<file path="config.mk">
export PLATFORM = sky130hd
export DESIGN_NAME = fmul_sp
export DESIGN_NICKNAME = d
export VERILOG_FILES = /design/src/rtl/fmul_pkg.sv /design/src/rtl/fmul_unpack.sv /design/src/rtl/fmul_sigmul.sv /design/src/rtl/fmul_pack.sv /design/src/rtl/fmul_sp.sv
export SDC_FILE = /design/constraint.sdc
export NUM_CORES = 1
export LEC_CHECK = 0
export ABC_AREA = 1
export BUFFER_PORTS_ARGS = -buffer_cell sky130_fd_sc_hd__buf_2
export CAP_MARGIN = 10
export CORE_ASPECT_RATIO = 0.5
export CORE_MARGIN = 1.5
export CORE_UTILIZATION = 40
export CTS_CLUSTER_DIAMETER = 40
export DETAILED_ROUTE_END_ITERATION = 16
export GPL_ROUTABILITY_DRIVEN = 0
export PLACE_DENSITY_LB_ADDON = 0.12
export SLEW_MARGIN = 20
export SYNTH_ARGS = -nofsm -noshare
export SYNTH_HDL_FRONTEND = slang
export SYNTH_SLANG_ARGS = --single-unit
</file>
<file path="constraint.sdc">
create_clock -name clk -period 1.6 [get_ports clk]
set_input_delay 0.08 -clock clk [delete_from_list [all_inputs] [get_ports clk]]
set_output_delay 0.08 -clock clk [all_outputs]
set_load 0.01 [all_outputs]
</file>
<file path="src/rtl/fmul_pkg.sv">
package fmul_pkg;
  localparam int EXP_W  = 8;
  localparam int FRAC_W = 23;
  localparam int BIAS   = 127;

  localparam int SIG_W  = FRAC_W + 1;
  localparam int PROD_W = 2 * SIG_W;
  localparam int WORD_W = 1 + EXP_W + FRAC_W;
  localparam int EXPC_W = EXP_W + 2;
  localparam int EMAX   = (1 << EXP_W) - 1;

  typedef struct packed {
    logic              sign;
    logic [EXP_W-1:0]  bexp;
    logic [FRAC_W-1:0] frac;
  } fp_word_t;

  // Full significand product, hidden ones already present in the inputs.
  function automatic logic [PROD_W-1:0] f_sig_product(
      input logic [SIG_W-1:0] sa, input logic [SIG_W-1:0] sb);
    return {{SIG_W{1'b0}}, sa} * {{SIG_W{1'b0}}, sb};
  endfunction

  // Signed exponent: ea + eb - bias + normalization bump.
  function automatic logic signed [EXPC_W-1:0] f_exp_combine(
      input logic [EXP_W-1:0] ea, input logic [EXP_W-1:0] eb, input logic bump);
    logic signed [EXPC_W-1:0] s;
    s = $signed({2'b00, ea}) + $signed({2'b00, eb})
        - $signed(EXPC_W'(BIAS)) + $signed({{(EXPC_W-1){1'b0}}, bump});
    return s;
  endfunction
endpackage

</file>
<file path="src/rtl/fmul_unpack.sv">
module fmul_unpack
  import fmul_pkg::*;
(
  input  logic [WORD_W-1:0] word,
  output logic              sign,
  output logic [EXP_W-1:0]  bexp,
  output logic [SIG_W-1:0]  sig,
  output logic              is_zero
);
  fp_word_t w;
  assign w       = fp_word_t'(word);
  assign sign    = w.sign;
  assign bexp    = w.bexp;
  assign sig     = {1'b1, w.frac};
  assign is_zero = (w.bexp == '0);
endmodule

</file>
<file path="src/rtl/fmul_sigmul.sv">
module fmul_sigmul
  import fmul_pkg::*;
(
  input  logic [SIG_W-1:0]  sig_a,
  input  logic [SIG_W-1:0]  sig_b,
  output logic [FRAC_W-1:0] frac_n,
  output logic              norm_shift
);
  logic [PROD_W-1:0] prod;

  assign prod       = f_sig_product(sig_a, sig_b);
  assign norm_shift = prod[PROD_W-1];

  // Keep the 23 bits below the leading one; lower bits are truncated.
  always_comb begin
    if (norm_shift) frac_n = prod[PROD_W-2 -: FRAC_W];
    else            frac_n = prod[PROD_W-3 -: FRAC_W];
  end

  // Product of two significands in [1,2) lies in [1,4): one of the top two bits is set
  always_comb begin
    prod_msb_chk: assert (prod[PROD_W-1] | prod[PROD_W-2])
      else $error("significand product lost its leading one");
  end
endmodule

</file>
<file path="src/rtl/fmul_pack.sv">
module fmul_pack
  import fmul_pkg::*;
(
  input  logic              sign,
  input  logic [EXP_W-1:0]  bexp_a,
  input  logic [EXP_W-1:0]  bexp_b,
  input  logic              any_zero,
  input  logic              norm_shift,
  input  logic [FRAC_W-1:0] frac_n,
  output logic [WORD_W-1:0] word,
  output logic              ovf_evt,
  output logic              unf_evt
);
  logic signed [EXPC_W-1:0] exp_true;
  fp_word_t                 packed_w;

  assign exp_true = f_exp_combine(bexp_a, bexp_b, norm_shift);
  assign ovf_evt  = !any_zero && (exp_true >= $signed(EXPC_W'(EMAX)));
  assign unf_evt  = !any_zero && (exp_true <= $signed(EXPC_W'(0)));

  always_comb begin
    packed_w.sign = sign;
    if (any_zero || unf_evt) begin
      packed_w.bexp = '0;
      packed_w.frac = '0;
    end else if (ovf_evt) begin
      packed_w.bexp = '1;
      packed_w.frac = '0;
    end else begin
      packed_w.bexp = exp_true[EXP_W-1:0];
      packed_w.frac = frac_n;
    end
  end
  assign word = packed_w;


  always_comb begin
    ovf_unf_excl_chk: assert (!(ovf_evt && unf_evt))
      else $error("overflow and underflow raised together");
  end
endmodule

</file>
<file path="src/rtl/fmul_sp.sv">
module fmul_sp
  import fmul_pkg::*;
(
  input  logic              clk,
  input  logic              rst_n,
  input  logic              in_valid,
  input  logic [WORD_W-1:0] op_a,
  input  logic [WORD_W-1:0] op_b,
  output logic              out_valid,
  output logic [WORD_W-1:0] result,
  output logic              ovf_flag,
  output logic              unf_flag
);
  localparam int NOPS = 2;
  localparam logic [WORD_W-2:0] INF_MAG = {{EXP_W{1'b1}}, {FRAC_W{1'b0}}};

  logic [WORD_W-1:0] ops     [NOPS];
  logic              op_sign [NOPS];
  logic [EXP_W-1:0]  op_exp  [NOPS];
  logic [SIG_W-1:0]  op_sig  [NOPS];
  logic              op_zero [NOPS];

  assign ops[0] = op_a;
  assign ops[1] = op_b;

  for (genvar g = 0; g < NOPS; g++) begin : g_unpack
    fmul_unpack u_unpack (
      .word    (ops[g]),
      .sign    (op_sign[g]),
      .bexp    (op_exp[g]),
      .sig     (op_sig[g]),
      .is_zero (op_zero[g])
    );
  end

  logic [FRAC_W-1:0] frac_n;
  logic              norm_shift;

  fmul_sigmul u_sigmul (
    .sig_a      (op_sig[0]),
    .sig_b      (op_sig[1]),
    .frac_n     (frac_n),
    .norm_shift (norm_shift)
  );

  logic [WORD_W-1:0] word_c;
  logic              ovf_evt, unf_evt;

  fmul_pack u_pack (
    .sign       (op_sign[0] ^ op_sign[1]),
    .bexp_a     (op_exp[0]),
    .bexp_b     (op_exp[1]),
    .any_zero   (op_zero[0] | op_zero[1]),
    .norm_shift (norm_shift),
    .frac_n     (frac_n),
    .word       (word_c),
    .ovf_evt    (ovf_evt),
    .unf_evt    (unf_evt)
  );

  always_ff @(posedge clk or negedge rst_n) begin
    if (!rst_n) begin
      out_valid <= 1'b0;
      result    <= '0;
      ovf_flag  <= 1'b0;
      unf_flag  <= 1'b0;
    end else begin
      out_valid <= in_valid;
      if (in_valid) begin
        result   <= word_c;
        ovf_flag <= ovf_evt;
        unf_flag <= unf_evt;
      end
    end
  end


  valid_lat_chk: assert property (@(posedge clk) disable iff (!rst_n)
    in_valid |=> out_valid);


  valid_idle_chk: assert property (@(posedge clk) disable iff (!rst_n)
    !in_valid |=> !out_valid);


  sign_xor_chk: assert property (@(posedge clk) disable iff (!rst_n)
    in_valid |=> result[WORD_W-1] == $past(op_a[WORD_W-1] ^ op_b[WORD_W-1]));


  zero_op_chk: assert property (@(posedge clk) disable iff (!rst_n)
    (in_valid && (op_a[WORD_W-2:FRAC_W] == '0 || op_b[WORD_W-2:FRAC_W] == '0))
    |=> (result[WORD_W-2:0] == '0) && !ovf_flag && !unf_flag);


  ovf_enc_chk: assert property (@(posedge clk) disable iff (!rst_n)
    ovf_flag |-> result[WORD_W-2:0] == INF_MAG);


  unf_enc_chk: assert property (@(posedge clk) disable iff (!rst_n)
    unf_flag |-> result[WORD_W-2:0] == '0);


  hold_chk: assert property (@(posedge clk) disable iff (!rst_n)
    !in_valid |=> $stable(result) && $stable(ovf_flag) && $stable(unf_flag));
endmodule

</file>
Word-level counts from Yosys, hierarchy flattened
Cells that the tools add are included.
{"block": "totals", "ff_bits": 35, "output_inout_bits": 35, "word_cells": 21, "input_bits": 67}
{"block": "op_classes", "n_mux": 3, "n_reduce_logical": 6, "bitwise_logic": 2, "mul": 1, "order_cmp": 2, "add_sub_neg": 3}
{"operator": "2-to-1 mux 31 bit", "count": 2}
{"operator": "multiplier 24 x 24 -> 48 bit", "count": 1}
{"operator": "2-to-1 mux 23 bit", "count": 1}
{"operator": "logical NOT 8 bit", "count": 2}
{"operator": "adder 10 x 2 -> 10 bit", "count": 1}
{"operator": "greater-or-equal comparator 10 x 9 -> 1 bit (second input constant)", "count": 1}
{"operator": "less-or-equal comparator 10 x 1 -> 1 bit (second input constant)", "count": 1}
{"operator": "subtractor 10 x 8 -> 10 bit (second input constant)", "count": 1}
{"operator": "adder 8 x 8 -> 9 bit", "count": 1}
{"operator": "logical AND 1 bit", "count": 2}
{"operator": "logical NOT 1 bit", "count": 1}
{"operator": "logical OR 1 bit", "count": 1}
{"operator": "OR 1 bit", "count": 1}
{"operator": "bitwise XOR 1 bit", "count": 1}

Depth between registers and ports, before layout
{"block": "logic_depth", "word_depth": 7, "ltp_mapped": 48, "ltp_nobuf": 46}

By module
A second synthesis with hierarchy kept.
{"block": "hier_totals", "cells_unflattened": 3185, "area_unflattened_um2": 23168.5}
{"mod": "fmul_sigmul", "area_per_inst_um2": 20056.7, "seq_area_each_um2": 0.0, "instances": 1, "cells_each": 2738}
{"mod": "fmul_sp", "area_per_inst_um2": 1395.1, "seq_area_each_um2": 875.8, "instances": 1, "cells_each": 151}
{"mod": "fmul_pack", "area_per_inst_um2": 1161.1, "seq_area_each_um2": 0.0, "instances": 1, "cells_each": 214}
{"mod": "fmul_unpack", "area_per_inst_um2": 277.8, "seq_area_each_um2": 0.0, "instances": 2, "cells_each": 41}

Worst setup path before layout
No wires, ideal clock.
{"block": "synth_timing", "kind": "input-to-reg", "start": "input op_b[3]", "end": "register result[12]", "slack_ns": -5.709, "setup_ns": 0.115, "path_stages": 44, "t_arrival_ns": 7.194, "n_path_buf": 3, "required_ns": 1.485, "path_cell_list": "clkbuf_1 -> nand2_1 -> fa_1 -> inv_1 -> fa_1 -> inv_1 -> fa_1 -> inv_1 -> fa_1 -> inv_1 -> fa_1 -> inv_1 -> fa_1 -> inv_1 -> fa_1 -> inv_1 -> ha_1 -> nand2_1 -> (+8 left out) -> nand2_1 -> buf_4 -> ha_1 -> inv_1 -> ha_1 -> inv_1 -> or2_2 -> nor2_1 -> nand2_1 -> nor2_1 -> nand2_1 -> nor2_1 -> nand2_1 -> a21oi_4 -> nor2_4 -> buf_12 -> nand2_2 -> nand2_2"}
{"block": "synth_between", "elab_chain_cells": 6, "word_cells_on_any_way": 10, "cone_classes": "1 x add/sub; 1 x mul; 2 x order compare; 3 x mux; 3 x reduce/logical"}
{"item": "start: declaration", "line_no": "fmul_sp.sv:8", "rtl": "input logic [WORD_W-1:0] op_b,"}
{"item": "multiplier 24 x 24 -> 48 bit *", "line_no": "fmul_pkg.sv:21", "rtl": "return {{SIG_W{1'b0}}, sa} * {{SIG_W{1'b0}}, sb};"}
{"item": "adder 10 x 2 -> 10 bit", "line_no": "fmul_pkg.sv:29", "rtl": "- $signed(EXPC_W'(BIAS)) + $signed({{(EXPC_W-1){1'b0}}, bump});"}
{"item": "greater-or-equal comparator 10 x 9 -> 1 bit or less-or-equal comparator 10 x 1 -> 1 bit (tied branches)", "line_no": "fmul_pack.sv:18, fmul_pack.sv:19"}
{"item": "logical AND 1 bit (on tied branches)", "line_no": "fmul_pack.sv:18, fmul_pack.sv:19"}
{"item": "2-to-1 mux 31 bit or logical OR 1 bit (tied branches)", "line_no": "fmul_pack.sv:26, fmul_pack.sv:23"}
{"item": "2-to-1 mux 31 bit *", "line_no": "fmul_pack.sv:23", "rtl": "if (any_zero || unf_evt) begin"}
{"item": "end signal: assignment", "line_no": "fmul_sp.sv:70", "rtl": "result <= word_c;"}
{"item": "end: declaration", "line_no": "fmul_sp.sv:10", "rtl": "output logic [WORD_W-1:0] result,"}
Every way passes the cells marked *; elsewhere a longest branch is shown, timed or not.
A chain may end at the register's enable or synchronous reset.

Worst setup path after layout
{"block": "layout_timing", "start": "input op_a[8]", "end": "register result[3]"}
{"block": "layout_between", "elab_chain_cells": 6, "word_cells_on_any_way": 10, "cone_classes": "1 x add/sub; 1 x mul; 2 x order compare; 3 x mux; 3 x reduce/logical"}
{"item": "start: declaration", "line_no": "fmul_sp.sv:7", "rtl": "input logic [WORD_W-1:0] op_a,"}
{"item": "multiplier 24 x 24 -> 48 bit *", "line_no": "fmul_pkg.sv:21"}
{"item": "adder 10 x 2 -> 10 bit", "line_no": "fmul_pkg.sv:29"}
{"item": "greater-or-equal comparator 10 x 9 -> 1 bit or less-or-equal comparator 10 x 1 -> 1 bit (tied branches)", "line_no": "fmul_pack.sv:18, fmul_pack.sv:19"}
{"item": "logical AND 1 bit (on tied branches)", "line_no": "fmul_pack.sv:18, fmul_pack.sv:19"}
{"item": "2-to-1 mux 31 bit or logical OR 1 bit (tied branches)", "line_no": "fmul_pack.sv:26, fmul_pack.sv:23"}
{"item": "2-to-1 mux 31 bit *", "line_no": "fmul_pack.sv:23"}
Marks and branches as above.

==> metrics.txt <==
status complete, but fails checks; failing checks setup timing; leading area contributor after synthesis fa_1; iteration-0 DRC count of the detailed router 1098; # rows 60; multi-input gate area in the final layout 17900 um2; CP Launch Type primary input; WS Path Type primary input to register; clock buffer depth 2; Routed Antenna Nets 0; Initial DRT Pass Iterations 5; ys flop type dfrtp_1; Vias/cell 4.57; synth unique cells 42; slew at the pin closest to its max-slew limit 566 ps; Worst Setup Slack, final -5490 ps; crit end category register; Worst-path clk slew 60 ps; Setup Viol. Count Final 33; Root Buffer clkbuf_16; post-synthesis sequential area ratio 3.97%; CP dominant cell by count fa_1; core area 54100 um2; final wirelength 64600 um; CTS tree done; grt total ovfl 0; antenna diode count 0; initial antenna violation count 0; synthesized area 22100 um2; vias in the first global route 19600; CP arrival 7270 ps; clk_skew 0 ps; Syn Nets 3722; initial core utilization 40.8%; Slowest-stage cell, CP fa_1; count of final max-slew check failures 0; first-pass GRT wire length 106000 um; cts bufs inserted 5; max cap viols 0; number of port buffers 101; worst relative slew slack 61.9%; Tmin final 7090 ps; Final Util 51.4%; count leader, synth inv_1; most frequent cells after synthesis 935 x inv_1, 904 x nand2_1, 482 x fa_1, 179 x ha_1, 96 x nor2_1; unrepaired setup endpoints after global routing true; Storage cell area 876 um2; pin count of the biggest net entering global routing 37; CP peak stage delay 560 ps; average routed wire per standard cell 15.5 um; Final HPWL DP 56400 um; die height 169 um; Synth area leaders fa_1 44%, inv_1 16%, nand2_1 15%, ha_1 10%, dfrtp_1 4.0%; Critical Path RT 1770 ps; GRT Resource Usage Total 23.9%; EDFF count, synth 0; Synth Warn # 0; Worst-Skew Late Latency 280 ps; crit-path max FO 7; fmax 141 MHz; Layout area overhead 26.1%; fraction of registers with async set/reset 100%; share of layout cells above drive strength 1 20.7%; DR vias 19000; num ports 102; Hold Vio Cnt, Final 0; final-layout fill cell count 5317; DRC Markers 0; chip width 335 um; htree depth 2; FF+latch count, synth 35; final net count 4145; worst slack, placed -6350 ps; crit share post-route 443%; Mean Syn Cell Area 7.37 um2; worst min-delay path category primary input to register; Post-Synthesis Cells 2994; # clock sinks 35; Die ar. 56600 um2; post-synth top area share 43.7%
## final timing paths
path | start | endpoint | slack (ps) | cells after the start
setup reg to reg | unf_flag$_DFFE_PN0P_ | unf_flag$_DFFE_PN0P_ | 830 | 1
hold / removal | op_a[31] | result[31]$_DFFE_PN0P_ | 90 | 3
max in group asynchronous | rst_n | result[3]$_DFFE_PN0P_ | 910 | 3
setup / recovery | op_a[8] | result[3]$_DFFE_PN0P_ | -5490 | 43
hold reg to reg | result[27]$_DFFE_PN0P_ | result[27]$_DFFE_PN0P_ | 480 | 2
min in group asynchronous | rst_n | result[28]$_DFFE_PN0P_ | 360 | 3
## state kept, by name, summed over array words and instances, names as in the netlist
signal	flops
result	32
out_valid	1
ovf_flag	1
unf_flag	1
## cell usage in the layout, fill, tap and decap left out, types with 21 or more instances in the layout
cell     count
inv_1      912
dfrtp_1     35
nand2_2     68
inv_2       21
buf_6       38
ha_1       161
nand3_1     48
fa_1       465
buf_2       59
buf_12      33
buf_4      370
nand2_1    862
a21oi_1     42
nor2_1      85
## through the flow
step / TNS, ps / std cells / instance area (um2) / hold WS [ps]
after global routing: -189270 / 4162 / 27800 / 119
after CTS: -178420 / 4157 / 27500 / 93.0
final: -179150 / 4162 / 27800 / 92.3
after global placement: -202520 / 4090 / 26300 / 152
after detailed placement: -204090 / 4090 / 26300 / 148
after floorplan: -171020 / 2994 / 22900 / -216
## logic make-up after synthesis
logic type / Yosys count / share of synthesized area, %
buffers and inverters: 1038 / 17.8
XOR/XNOR: 20 / 0.794
flip-flops: 35 / 3.97
adder cells (fa/ha/maj): 661 / 53.9
AND/OR/NAND/NOR: 1148 / 21.1
AO/OA/AOI/OAI: 92 / 2.35
## routing by layer
metal  vias up  routed length (um)  track usage (%)
met4         0                 841             3.05
met3        45                3580             2.98
met1      9363               31800             36.0
met2       390               28400             37.5
li1       9213                   -                -
met5         -                   0                0
## worst max-delay path, delay by kind of cell
family / cells / cell delay, ps
AO/OA/AOI/OAI: 1 / 140
adder cells (fa/ha/maj): 10 / 4370
buffers and inverters: 12 / 870
AND/OR/NAND/NOR: 20 / 1770
## timing repair
item / 4_1_cts / 5_1_grt
hold endpoints to repair: 36 / 0
gates resized for setup: 182 / 62
pin swaps: 92 / 48
hold buffers: 2 / 0
cloned: 4 / 1
endpoints found under the setup margin: 33 / 33
buffers inserted: 53 / 5
## final cells by class
class                      instances  area share (%)
clock buffer                       6           0.463
clock inverter                     2          0.0450
inverter                         937            12.7
multi-input combinational       1923            64.3
sequential                        35            3.15
tap                              744            3.35
timing repair buffer             515            16.0
Power is left out: the tool's default activity adds up to more than one toggle a clock period on the data nets, which glitch-free logic cannot reach.
